File: src/rtl/thermal_seq_pkg.sv
package thermal_seq_pkg;

    typedef enum logic [1:0] {
        PS_NOMINAL,
        PS_DESCEND,
        PS_FLOOR,
        PS_ASCEND
    } seq_state_e;

    // Convert a microsecond interval into a clock-cycle count, never below one.
    function automatic int unsigned us_to_cycles(input longint unsigned clk_hz,
                                                 input longint unsigned us);
        longint unsigned c;
        c = (clk_hz * us) / 64'd1000000;
        if (c == 0) c = 1;
        return c[31:0];
    endfunction

endpackage

File: src/rtl/thermal_temp_sense.sv
module thermal_temp_sense #(
    parameter int unsigned THROTTLE_C = 104,
    parameter int unsigned TRIP_C     = 124
) (
    input  logic       clk,
    input  logic       rst_n,
    input  logic       temp_valid,
    input  logic [7:0] temp_c,
    output logic       over_o,
    output logic       warm_o,
    output logic       trip_o
);
    localparam logic [7:0] THR_LIM  = 8'(THROTTLE_C);
    localparam logic [7:0] TRIP_LIM = 8'(TRIP_C);

    typedef struct packed {
        logic over;
        logic warm;
        logic trip;
    } sense_t;

    sense_t s_d, s_q;

    always_comb begin
        s_d = s_q;
        if (temp_valid) begin
            s_d.over = (temp_c > THR_LIM);
            s_d.warm = (temp_c >= THR_LIM);
            s_d.trip = s_q.trip | (temp_c >= TRIP_LIM);
        end
    end

    always_ff @(posedge clk or negedge rst_n) begin
        if (!rst_n) s_q <= '0;
        else        s_q <= s_d;
    end

    assign over_o = s_q.over;
    assign warm_o = s_q.warm;
    assign trip_o = s_q.trip;

    AST_TRIP_STICKY: assert property (@(posedge clk) disable iff (!rst_n)
        s_q.trip |=> s_q.trip);
    AST_OVER_IMPLIES_WARM: assert property (@(posedge clk) disable iff (!rst_n)
        s_q.over |-> s_q.warm);
    AST_IDLE_HOLDS: assert property (@(posedge clk) disable iff (!rst_n)
        !temp_valid |=> $stable(s_q.over) && $stable(s_q.warm));

endmodule

File: src/rtl/thermal_step_fsm.sv
module thermal_step_fsm
    import thermal_seq_pkg::*;
#(
    parameter int unsigned NUM_PSTATES = 6,
    parameter int unsigned STEP_CYC    = 500,
    parameter int unsigned HOLD_CYC    = 50000,
    parameter int unsigned VRED_CYC    = 5000000
) (
    input  logic                           clk,
    input  logic                           rst_n,
    input  logic                           over_i,
    input  logic                           warm_i,
    output logic [$clog2(NUM_PSTATES)-1:0] pstate_o,
    output logic                           throttling_o,
    output logic                           vred_o
);
    localparam int unsigned IDX_W   = $clog2(NUM_PSTATES);
    localparam int unsigned TMR_MAX = (STEP_CYC > HOLD_CYC) ? STEP_CYC : HOLD_CYC;
    localparam int unsigned TMR_W   = $clog2(TMR_MAX + 1);
    localparam int unsigned ESC_W   = $clog2(VRED_CYC + 1);
    localparam logic [IDX_W-1:0] LAST_IDX = IDX_W'(NUM_PSTATES - 1);
    localparam logic [IDX_W-1:0] PRE_LAST = IDX_W'(NUM_PSTATES - 2);
    localparam logic [TMR_W-1:0] STEP_LD  = TMR_W'(STEP_CYC - 1);
    localparam logic [TMR_W-1:0] HOLD_LD  = TMR_W'(HOLD_CYC - 1);
    localparam logic [ESC_W-1:0] ESC_MAX  = ESC_W'(VRED_CYC);

    typedef struct packed {
        seq_state_e       state;
        logic [IDX_W-1:0] idx;
        logic [TMR_W-1:0] tmr;
        logic [ESC_W-1:0] esc;
        logic             vred;
    } seq_t;

    seq_t q, n;
    logic go_down;

    always_comb begin
        n       = q;
        go_down = 1'b0;

        if (q.tmr != '0) n.tmr = q.tmr - 1'b1;

        // Episode length counter, saturating at the escalation limit.
        if (q.state != PS_NOMINAL && q.esc != ESC_MAX) n.esc = q.esc + 1'b1;
        if (q.esc == ESC_MAX && (q.state == PS_DESCEND || q.state == PS_FLOOR))
            n.vred = 1'b1;

        case (q.state)
            PS_NOMINAL: begin
                if (over_i) begin
                    go_down = 1'b1;
                    n.esc   = ESC_W'(1);
                end
            end
            PS_DESCEND: begin
                if (q.tmr == '0) go_down = 1'b1;
            end
            PS_FLOOR: begin
                if (q.tmr == '0 && !warm_i) begin
                    n.state = PS_ASCEND;
                    n.tmr   = STEP_LD;
                    n.vred  = 1'b0;
                end
            end
            PS_ASCEND: begin
                if (over_i) begin
                    go_down = 1'b1;
                end else if (q.tmr == '0) begin
                    n.idx = q.idx - 1'b1;
                    if (q.idx == IDX_W'(1)) begin
                        n.state = PS_NOMINAL;
                        n.esc   = '0;
                    end else begin
                        n.tmr = STEP_LD;
                    end
                end
            end
            default: n.state = PS_NOMINAL;
        endcase

        if (go_down) begin
            if (q.idx == LAST_IDX) begin
                n.state = PS_FLOOR;
                n.tmr   = HOLD_LD;
            end else begin
                n.idx = q.idx + 1'b1;
                if (q.idx == PRE_LAST) begin
                    n.state = PS_FLOOR;
                    n.tmr   = HOLD_LD;
                end else begin
                    n.state = PS_DESCEND;
                    n.tmr   = STEP_LD;
                end
            end
        end
    end

    always_ff @(posedge clk or negedge rst_n) begin
        if (!rst_n) begin
            q.state <= PS_NOMINAL;
            q.idx   <= '0;
            q.tmr   <= '0;
            q.esc   <= '0;
            q.vred  <= 1'b0;
        end else begin
            q <= n;
        end
    end

    assign pstate_o     = q.idx;
    assign throttling_o = (q.state != PS_NOMINAL);
    assign vred_o       = q.vred;

    AST_ONE_LEVEL_PER_EDGE: assert property (@(posedge clk) disable iff (!rst_n)
        1'b1 |=> (q.idx == $past(q.idx)) || (q.idx == $past(q.idx) + 1'b1)
                 || (q.idx == $past(q.idx) - 1'b1));
    AST_FLOOR_BOUND: assert property (@(posedge clk) disable iff (!rst_n)
        q.idx <= LAST_IDX);
    AST_FAST_RESPONSE: assert property (@(posedge clk) disable iff (!rst_n)
        (q.state == PS_NOMINAL && over_i) |=> (q.idx == IDX_W'(1)));
    AST_VRED_IN_EPISODE: assert property (@(posedge clk) disable iff (!rst_n)
        q.vred |-> (q.state != PS_NOMINAL) && (q.idx != '0));
    AST_NOMINAL_AT_ZERO: assert property (@(posedge clk) disable iff (!rst_n)
        (q.state == PS_NOMINAL) |-> (q.idx == '0) && !q.vred);
    AST_CLIMB_ABORT: assert property (@(posedge clk) disable iff (!rst_n)
        (q.state == PS_ASCEND && over_i && q.idx != LAST_IDX)
        |=> (q.idx == $past(q.idx) + 1'b1));

endmodule

File: src/rtl/thermal_pstate_seq.sv
module thermal_pstate_seq
    import thermal_seq_pkg::*;
#(
    parameter int unsigned CLK_HZ       = 50000000,
    parameter int unsigned NUM_PSTATES  = 6,
    parameter int unsigned THROTTLE_C   = 104,
    parameter int unsigned TRIP_DELTA_C = 20,
    parameter int unsigned STEP_US      = 10,
    parameter int unsigned HOLD_US      = 1000,
    parameter int unsigned VRED_US      = 100000
) (
    input  logic                           clk,
    input  logic                           rst_n,
    input  logic                           temp_valid,
    input  logic [7:0]                     temp_c,
    output logic [$clog2(NUM_PSTATES)-1:0] pstate_idx,
    output logic                           throttling,
    output logic                           vred_req,
    output logic                           shutdown
);
    localparam int unsigned TRIP_C   = THROTTLE_C + TRIP_DELTA_C;
    localparam int unsigned STEP_CYC = us_to_cycles(CLK_HZ, STEP_US);
    localparam int unsigned HOLD_CYC = us_to_cycles(CLK_HZ, HOLD_US);
    localparam int unsigned VRED_CYC = us_to_cycles(CLK_HZ, VRED_US);

    logic over_s;
    logic warm_s;

    thermal_temp_sense #(
        .THROTTLE_C (THROTTLE_C),
        .TRIP_C     (TRIP_C)
    ) u_sense (
        .clk        (clk),
        .rst_n      (rst_n),
        .temp_valid (temp_valid),
        .temp_c     (temp_c),
        .over_o     (over_s),
        .warm_o     (warm_s),
        .trip_o     (shutdown)
    );

    thermal_step_fsm #(
        .NUM_PSTATES (NUM_PSTATES),
        .STEP_CYC    (STEP_CYC),
        .HOLD_CYC    (HOLD_CYC),
        .VRED_CYC    (VRED_CYC)
    ) u_fsm (
        .clk          (clk),
        .rst_n        (rst_n),
        .over_i       (over_s),
        .warm_i       (warm_s),
        .pstate_o     (pstate_idx),
        .throttling_o (throttling),
        .vred_o       (vred_req)
    );

    AST_SHUTDOWN_LATCHED: assert property (@(posedge clk) disable iff (!rst_n)
        shutdown |=> shutdown);
    AST_TRIP_ON_SAMPLE: assert property (@(posedge clk) disable iff (!rst_n)
        (temp_valid && temp_c >= 8'(TRIP_C)) |=> shutdown);

endmodule

File: config.mk
export PLATFORM = sky130hd
export DESIGN_NAME = thermal_pstate_seq
export DESIGN_NICKNAME = d
export VERILOG_FILES = /design/src/rtl/thermal_seq_pkg.sv /design/src/rtl/thermal_temp_sense.sv /design/src/rtl/thermal_step_fsm.sv /design/src/rtl/thermal_pstate_seq.sv
export SDC_FILE = /design/constraint.sdc
export NUM_CORES = 1
export LEC_CHECK = 0
export BUFFER_PORTS_ARGS = -buffer_cell sky130_fd_sc_hd__buf_4
export CORE_MARGIN = 1.5
export CORE_UTILIZATION = 40
export DETAILED_ROUTE_END_ITERATION = 6
export PLACE_DENSITY = 0.59
export RECOVER_POWER = 50
export SLEW_MARGIN = 20
export SYNTH_ARGS = -nofsm -noshare
export SYNTH_HDL_FRONTEND = slang
export SYNTH_SLANG_ARGS = --single-unit
export TNS_END_PERCENT = 50
File: constraint.sdc
create_clock -name clk -period 3.4 [get_ports clk]
set_clock_uncertainty 0.1 [all_clocks]
set_input_delay 0.68 -clock clk [delete_from_list [all_inputs] [get_ports clk]]
set_output_delay 0.68 -clock clk [all_outputs]
set_load 0.005 [all_outputs]
==> results.json, run 1 <==
{
  "critPathCaptureType": "flop",
  "synth_top_cell_area_share": 0.428,
  "ff2ff_path_depth": 5,
  "dpl.hpwl_um": 4090,
  "io_buffers": 16,
  "hold_class": "flop to flop",
  "ctsResizeCount": 0,
  "postPlaceCellArea_sq_um": 3010,
  "nNetsFinal": 354,
  "ys_ff_latch": 48,
  "drc": 0,
  "critPathLaunchType": "flop",
  "finalInstanceArea_sq_um": 3120,
  "r2r-end": "u_fsm.q[38]",
  "netlist_instances": 317,
  "start_util": 0.413,
  "setup_tns_ps": 0,
  "yosysWarnings": 0,
  "whs_ps": 385,
  "cts.sinks": 48,
  "clock_latency_ps": 300,
  "holdBufCountCts": 0,
  "place_congestion": 0.852,
  "postCtsSetupBuffers": 0,
  "slew_violations": 0,
  "synth.area.top_cells": "dfrtp_1 (43%), nor2_1 (6.7%), xnor2_1 (5.0%)",
  "final_cell_mix": "nor2_1 (50), dfrtp_1 (48), inv_1 (19), nand2_1 (19)",
  "hold_start": "u_sense.trip_o",
  "synth_area_sq_um": 2810,
  "first_pass_iters": 5,
  "n_antenna_cell": 0,
  "vias_per_cell": 5.33,
  "grt_pass1_vias": 2179,
  "final_common_cell": "nor2_1",
  "clock.fmax_mhz": 370,
  "r2r_slack_ps": 700,
  "die_area_sq_um": 7520,
  "tightest_slew_ps": 1200,
  "die_x_um": 86.7,
  "finalCritPeriodShare": 0.794,
  "totalWireLength_um": 5720,
  "critPathRequiredTime_ps": 3440,
  "rsz0062_at_grt": "no",
  "setup_viol": 0,
  "syn_nets": 338,
  "rr_startpoint": "u_fsm.q[27]",
  "p_per_area_nw_per_um2": 693,
  "grt-ovfl-total": 0,
  "cts_max_level": 2,
  "grtUsageTotal": 0.169,
  "min_to": "u_sense.trip_o",
  "crit_fanout": 9,
  "grt_max_degree": 49,
  "slew_headroom": 0.201,
  "drtIter0Drc": 144,
  "cts_buffers": 5,
  "ys_seq_area_frac": 0.428,
  "fp.dieH_um": 86.7,
  "drive_above_1_share": 0.0928,
  "hold_viol": 0,
  "period_needed_ps": 2700,
  "clk_pin_slew_ps": 100,
  "vdd_drop_max_v": 0.000359,
  "rows": 30,
  "vias": 2294,
  "coreArea_sq_um": 6790,
  "crit_arrival_ps": 2740,
  "antenna_found_initial": 0,
  "cts_tree": "yes",
  "p_leak_uw": 0.00129,
  "cts_buffer_depth": 2,
  "area_growth_syn_to_layout_pct": 11.2,
  "post_drt_wl_per_cell_um": 13.3,
  "p_total_uw": 2160,
  "drv_cap": 0,
  "worstSetupPathType": "flop to flop",
  "hold_depth": 1,
  "ant_nets": 0,
  "io_pins": 17,
  "syn_avg_cell_area_sq_um": 8.85,
  "root_buffer": "clkbuf_8",
  "status": "complete, no violations",
  "synth.distinct_cells": 42,
  "grt_pass1_wl_um": 10200,
  "yosys.area.top_type": "dfrtp_1"
}
state kept, by name (all words and copies together) (netlist names):
register,cells
u_sense.trip_o,1
u_fsm.pstate_o,3
u_fsm.vred_o,1
u_sense.over_o,1
u_fsm.q,41
u_sense.warm_o,1
worst max-delay path, cell delays in order, from the launching register on:
cell and delay (ps):
dfrtp_1 410, or4_1 570, or4_1 570, nor2_1 350
o221a_2 400, o21ai_0 140
synthesized netlist by cell type:
cell,n
ha_1,10
nor3_4,1
and4_1,2
a31oi_1,2
nor3b_1,2
nand2b_1,2
a41oi_1,2
and3_1,5
buf_2,2
nor4_1,8
a211oi_1,2
o31a_1,2
xor2_1,14
nor2b_1,3
a21o_1,1
and2_1,2
dfrtp_1,48
a32oi_1,1
mux2i_1,2
a21oi_1,17
o211ai_1,4
or4_1,3
clkbuf_1,4
o221a_2,1
nand2_1,19
buf_6,2
or3b_2,1
o21ai_0,14
buf_4,3
nor2_1,50
nand3_1,12
xnor2_1,16
inv_1,19
o21a_1,1
nand4b_1,2
nand3b_1,3
o22ai_1,1
a2111oi_0,1
nand4_1,12
nor4b_1,1
nor3_1,13
or3_1,7
kinds of logic after synthesis:
group	synth area share
buf+inv	0.0504
simple gates	0.270
flops	0.428
fa+ha+maj	0.0446
xor+xnor	0.0937
mux	0.00714
compound gates	0.106
report_power, final:
part	total (uW)	leakage [uW]	switching, uW	internal [uW]
registers	811	0.000611	122	689
clock network	423	0.0000548	201	222
logic	928	0.000619	560	368
how the worst max path moves through the flow:
| stage | startpoint | endpoint | slack (ps) | cells after the start |
|---|---|---|---|---|
| floorplan | u_fsm.q[27] | u_fsm.q[12] | 960 | 7 |
| global placement | u_fsm.q[28] | u_fsm.q[22] | 770 | 6 |
| detailed placement | u_fsm.q[27] | u_fsm.q[13] | 720 | 6 |
| CTS | u_fsm.q[27] | u_fsm.q[20] | 720 | 6 |
| global route | u_fsm.q[35] | u_fsm.q[39] | 480 | 5 |
| finish | u_fsm.q[27] | u_fsm.q[38] | 700 | 5 |
routing by layer:
metal  vias to the layer above  global-route usage  share of wire
met2                        68               0.259           0.45
li1                       1147                   -              -
met4                         0              0.0323         0.0077
met1                      1075               0.250           0.49
met5                         -                   0              0
met3                         4              0.0324          0.044
per-stage QoR:
step	util	setup WS, ps	cells
final	0.459	700	430
after global routing	0.459	482	430
after CTS	0.459	715	430
after detailed placement	0.442	720	422
after global placement	0.442	774	422
after floorplan	-	962	317
area by class of cell:
class	instances	area [sq um]
Inverter	19	71.3
Clock buffer	5	68.8
Fill cell	669	3680
Clock inverter	3	46.3
Multi-Input combinational cell	239	1460
Sequential cell	48	1200
Timing Repair Buffer	20	148
Tap cell	96	120
No activity file was read; power rests on OpenSTA's default activity.
==> run 2, diff against run 1 <==
==> constraint.sdc (replaced) <==
create_clock -name clk -period 2.6 [get_ports clk]
set_clock_uncertainty 0.1 [all_clocks]
set_input_delay 0.52 -clock clk [delete_from_list [all_inputs] [get_ports clk]]
set_output_delay 0.52 -clock clk [all_outputs]
set_load 0.005 [all_outputs]
==> results.json, run 2 (same netlist as run 1, synthesis figures left out) <==
{
  "coreArea_sq_um": 6790,
  "drc": 0,
  "cts_buffers": 5,
  "gr-usage-met3": 0.0429,
  "n_antenna_cell": 0,
  "cts_buffer_depth": 2,
  "worst_slack_ps": 136,
  "nNetsFinal": 365,
  "dpl.hpwl_um": 4300,
  "clk_pin_slew_ps": 90,
  "status": "complete, no violations",
  "postCtsSetupBuffers": 0,
  "post_drt_wl_per_cell_um": 13.5,
  "drive_above_1_share": 0.125,
  "fin_util": 0.473,
  "finalCritPeriodShare": 0.948,
  "grtUsageTotal": 0.175,
  "slew_headroom": 0.201,
  "die_area_sq_um": 7520,
  "cts_max_level": 2,
  "vdd_drop_max_v": 0.000446,
  "setup_viol": 0,
  "clock.fmax_mhz": 406,
  "met2_usage": 0.271,
  "top_register": "u_fsm.q",
  "grt_pass1_vias": 2269,
  "use_met1": 0.240,
  "area_growth_syn_to_layout_pct": 14.5,
  "vias_per_cell": 5.24,
  "setup_tns_ps": 0,
  "io_pins": 17,
  "p_per_area_nw_per_um2": 907,
  "antenna_found_initial": 0,
  "worstSetupPathType": "flop to flop",
  "cts.sinks": 48,
  "crit_arrival_ps": 2560,
  "cts_tree": "yes",
  "clock_latency_ps": 300,
  "first_pass_iters": 4,
  "place_congestion": 0.842,
  "totalWireLength_um": 5930,
  "pre_cts_slack_ps": 92.7,
  "critPathCaptureType": "flop",
  "crit_fanout": 22,
  "die_x_um": 86.7,
  "critPathRequiredTime_ps": 2690,
  "grt-ovfl-total": 0,
  "hold_viol": 0,
  "num-fill-cells": 661,
  "ant_nets": 0,
  "start_util": 0.413,
  "rsz0062_at_grt": "no",
  "final_common_cell": "nor2_1",
  "holdBufCountCts": 0,
  "p_leak_uw": 0.00134,
  "rows": 30,
  "io_buffers": 16,
  "hold_class": "input port to flop",
  "period_needed_ps": 2460,
  "largest_reg_flops": 41,
  "slew_violations": 0,
  "drtIter0Drc": 148,
  "fp.dieH_um": 86.7,
  "grt.busiest_layer": "met2",
  "drv_cap": 0,
  "critPathLaunchType": "flop",
  "root_buffer": "clkbuf_8",
  "vias": 2312,
  "grt_max_degree": 49,
  "tightest_slew_ps": 1200,
  "final_cell_mix": "nor2_1 (50), dfrtp_1 (48), buf_4 (27), inv_1 (19), nand2_1 (19)",
  "grt_pass1_wl_um": 10400
}
==> run 2: through the flow <==
step / area, sq um / hold slack [ps] / total power [uW] / std cells
finish: 3210 / 312 / 2910 / 441
global placement: 3100 / 355 / 2360 / 433
floorplan: 2810 / 124 / 2000 / 317
global route: 3210 / 292 / 3160 / 441
CTS: 3210 / 140 / 2950 / 441
detailed placement: 3100 / 366 / 2390 / 433
==> run 2: what timing repair did <==
item                                    in CTS  in global routing
endpoints found under the setup margin       0                 22
endpoints found under the hold margin        0                  0
gates resized for setup                      0                  1
==> run 2: final timing paths <==
| check | from | endpoint | slack [ps] | depth (start not counted) |
|---|---|---|---|---|
| worst max-delay path | u_fsm.q[27] | u_fsm.q[8] | 140 | 6 |
| worst min-delay path | temp_valid | u_sense.over_o | 310 | 2 |
| worst min register to register | u_sense.trip_o | u_sense.trip_o | 390 | 1 |
| max in group asynchronous | rst_n | u_fsm.q[24] | 1330 | 1 |
| min in group asynchronous | rst_n | u_fsm.q[37] | 350 | 1 |
| worst max register to register | u_fsm.q[27] | u_fsm.q[8] | 140 | 6 |
==> run 2: worst max-delay path, cell delays in order, from the launching register on <==
cell and delay [ps]:
dfrtp_1 410, or4_1 580, or4_4 470, o31a_1 340
nor3_4 210, buf_12 190, nor2_1 70
==> run 2: cell type report <==
class	count	area (sq um)	share of cell area
Inverter	19	71.3	0.0222
Tap cell	96	120	0.0374
Multi-Input combinational cell	239	1470	0.456
Clock inverter	3	42.5	0.0132
Sequential cell	48	1200	0.374
Timing Repair Buffer	31	243	0.0755
Clock buffer	5	68.8	0.0214
==> run 2: where the power goes <==
group,internal (uW),leakage [uW],switching [uW]
registers,901,0.000611,160
clock network,285,0.0000541,258
logic,554,0.000677,756
total,1740,0.00134,1170
==> run 2: per-layer routing <==
| layer | wire (um) | vias to the layer above |
|---|---|---|
| met1 | 3020 | 1103 |
| met3 | 212 | 4 |
| met4 | 59 | 0 |
| met2 | 2640 | 37 |
| met5 | 0 | - |
| li1 | - | 1168 |
==> run 3, diff against run 2 <==
--- a/config.mk
+++ b/config.mk
@@ -6,10 +6,12 @@
 export NUM_CORES = 1
 export LEC_CHECK = 0
 export BUFFER_PORTS_ARGS = -buffer_cell sky130_fd_sc_hd__buf_4
+export CELL_PAD_IN_SITES_DETAIL_PLACEMENT = 1
+export CELL_PAD_IN_SITES_GLOBAL_PLACEMENT = 1
 export CORE_MARGIN = 1.5
 export CORE_UTILIZATION = 40
 export DETAILED_ROUTE_END_ITERATION = 6
-export PLACE_DENSITY = 0.59
+export PLACE_DENSITY = 0.73
 export RECOVER_POWER = 50
 export SLEW_MARGIN = 20
 export SYNTH_ARGS = -nofsm -noshare
==> results.json, run 3 (same netlist as run 1, synthesis figures left out) <==
{
  "status": "complete, no violations",
  "critPathLaunchType": "flop",
  "critPathTopFamily": "simple AND/OR/NAND/NOR gates",
  "area_growth_syn_to_layout_pct": 17.8,
  "pre_cts_slack_ps": 34.2,
  "max_stage_delay_ps": 540,
  "start_util": 0.413,
  "cts_tree": "yes",
  "io_buffers": 16,
  "die_area_sq_um": 7520,
  "num-fill-cells": 800,
  "critPathCaptureType": "flop",
  "dpl.hpwl_um": 4990,
  "drtIter0Drc": 103,
  "r2r_slack_ps": 60,
  "whs_ps": 306,
  "grt_pass1_vias": 2559,
  "final_common_cell": "nor2_1",
  "r2r-end": "u_fsm.q[18]",
  "n_antenna_cell": 0,
  "grt_pass1_wl_um": 12000,
  "clk_pin_slew_ps": 100,
  "clock.fmax_mhz": 393,
  "top_register": "u_fsm.q",
  "cp_slowest_cell": "or4_4",
  "cp_num_buf_inv": 2,
  "final_cell_mix": "nor2_1 (49), dfrtp_1 (48), buf_4 (28), inv_1 (19), nand2_1 (18)",
  "rows": 30,
  "io_pins": 17,
  "place_congestion": 0.811,
  "largest_reg_flops": 41,
  "grt_max_degree": 49,
  "fp.dieH_um": 86.7,
  "grt-ovfl-total": 0,
  "setup_viol": 0,
  "coreArea_sq_um": 6790,
  "cp_cell_sequence": "or4_4 -> or4_4 -> o31a_1 -> nor3_4 -> buf_12 -> clkbuf_16 -> nor2_1",
  "period_needed_ps": 2540,
  "cp-startpoint": "u_fsm.q[27]",
  "ff2ff_path_depth": 7,
  "crit_fanout": 6,
  "drv_cap": 0,
  "cts_max_level": 2,
  "cts_buffers": 5,
  "first_pass_iters": 4,
  "critPathRequiredTime_ps": 2700,
  "p_leak_uw": 0.00137,
  "vias": 2445,
  "crit_cells": 7,
  "slew_violations": 0,
  "nNetsFinal": 368,
  "cts.sinks": 48,
  "drive_above_1_share": 0.152,
  "die_x_um": 86.7,
  "grtUsageTotal": 0.201,
  "clock_latency_ps": 300,
  "hold_viol": 0,
  "antenna_found_initial": 0,
  "crit_arrival_ps": 2640,
  "root_buffer": "clkbuf_8",
  "post_drt_wl_per_cell_um": 16.4,
  "p_per_area_nw_per_um2": 981,
  "vdd_drop_max_v": 0.000414,
  "holdBufCountCts": 0,
  "ant_nets": 0,
  "path_common_cell": "or4_4",
  "drc": 0,
  "worst_slack_ps": 55.7,
  "finalCritPeriodShare": 0.979,
  "slew_headroom": 0.169,
  "cts_buffer_depth": 2,
  "hold_class": "input port to flop",
  "tightest_slew_ps": 1250,
  "vias_per_cell": 5.51,
  "worstSetupPathType": "flop to flop",
  "totalWireLength_um": 7290,
  "rsz0062_at_grt": "yes",
  "crit_path_end": "u_fsm.q[18]",
  "rr_startpoint": "u_fsm.q[27]"
}
[run 3: changes by cell type in the layout (fill, tap and decap cells not counted), sizes merged]
cell / change
buf: +3
bufinv: -1
clkbuf: +1
clkinv: -1
clkinvlp: +1
[run 3: worst reg2reg max path: cells and delay by family (launching register included)]
kind                   cells  cell delay, ps
AOI/OAI and AO/OA          1             360
and+or+nand+nor            4            1280
buffers and inverters      2             290
DFF                        1             410
[run 3: worst min-delay path by stage]
stage	startpoint	endpoint	depth (start not counted)
2_1_floorplan	rst_n	u_fsm.pstate_o[0]	0
3_3_place_gp	u_sense.trip_o	u_sense.trip_o	1
3_5_place_dp	u_sense.trip_o	u_sense.trip_o	1
4_1_cts	rst_n	u_fsm.q[34]	1
5_1_grt	temp_valid	u_sense.over_o	2
6_report	temp_valid	u_sense.over_o	2
[run 3: cell type report]
class | count | area (sq um) | area share
multi-input cells | 239 | 1500 | 0.453
well taps | 96 | 120 | 0.0363
repair buffers | 34 | 317 | 0.0958
clock buffers | 6 | 82.6 | 0.0250
clock inverters | 2 | 15.0 | 0.00454
inverters | 19 | 71.3 | 0.0216
flip-flops and latches | 48 | 1200 | 0.363
[run 3: repair_timing]
item	CTS	global route
setup endpoints to repair	0	36
buffers inserted	0	3
gates resized for setup	0	7
[run 3: metrics by stage]
stage	cell area (sq um)	util	instances	total power, uW	setup TNS, ps
after global routing	3300	0.486	444	3470	-18.7
after floorplan	2810	-	317	2000	0
after detailed placement	3080	0.454	430	2410	0
after CTS	3180	0.468	438	2910	0
after global placement	3080	0.454	430	2350	0
final	3300	0.486	444	3240	0
[run 3: where the power goes]
part	total (uW)	internal, uW	switching, uW
registers	1070	901	173
clock network	488	216	272
logic	1680	784	897
[run 3: layer usage]
metal,vias to the layer above,wire (um),track usage
li1,1169,-,-
met1,1221,3400,0.256
met2,47,3620,0.359
met3,8,207,0.0286
met4,0,66,0.0499
met5,-,0,0
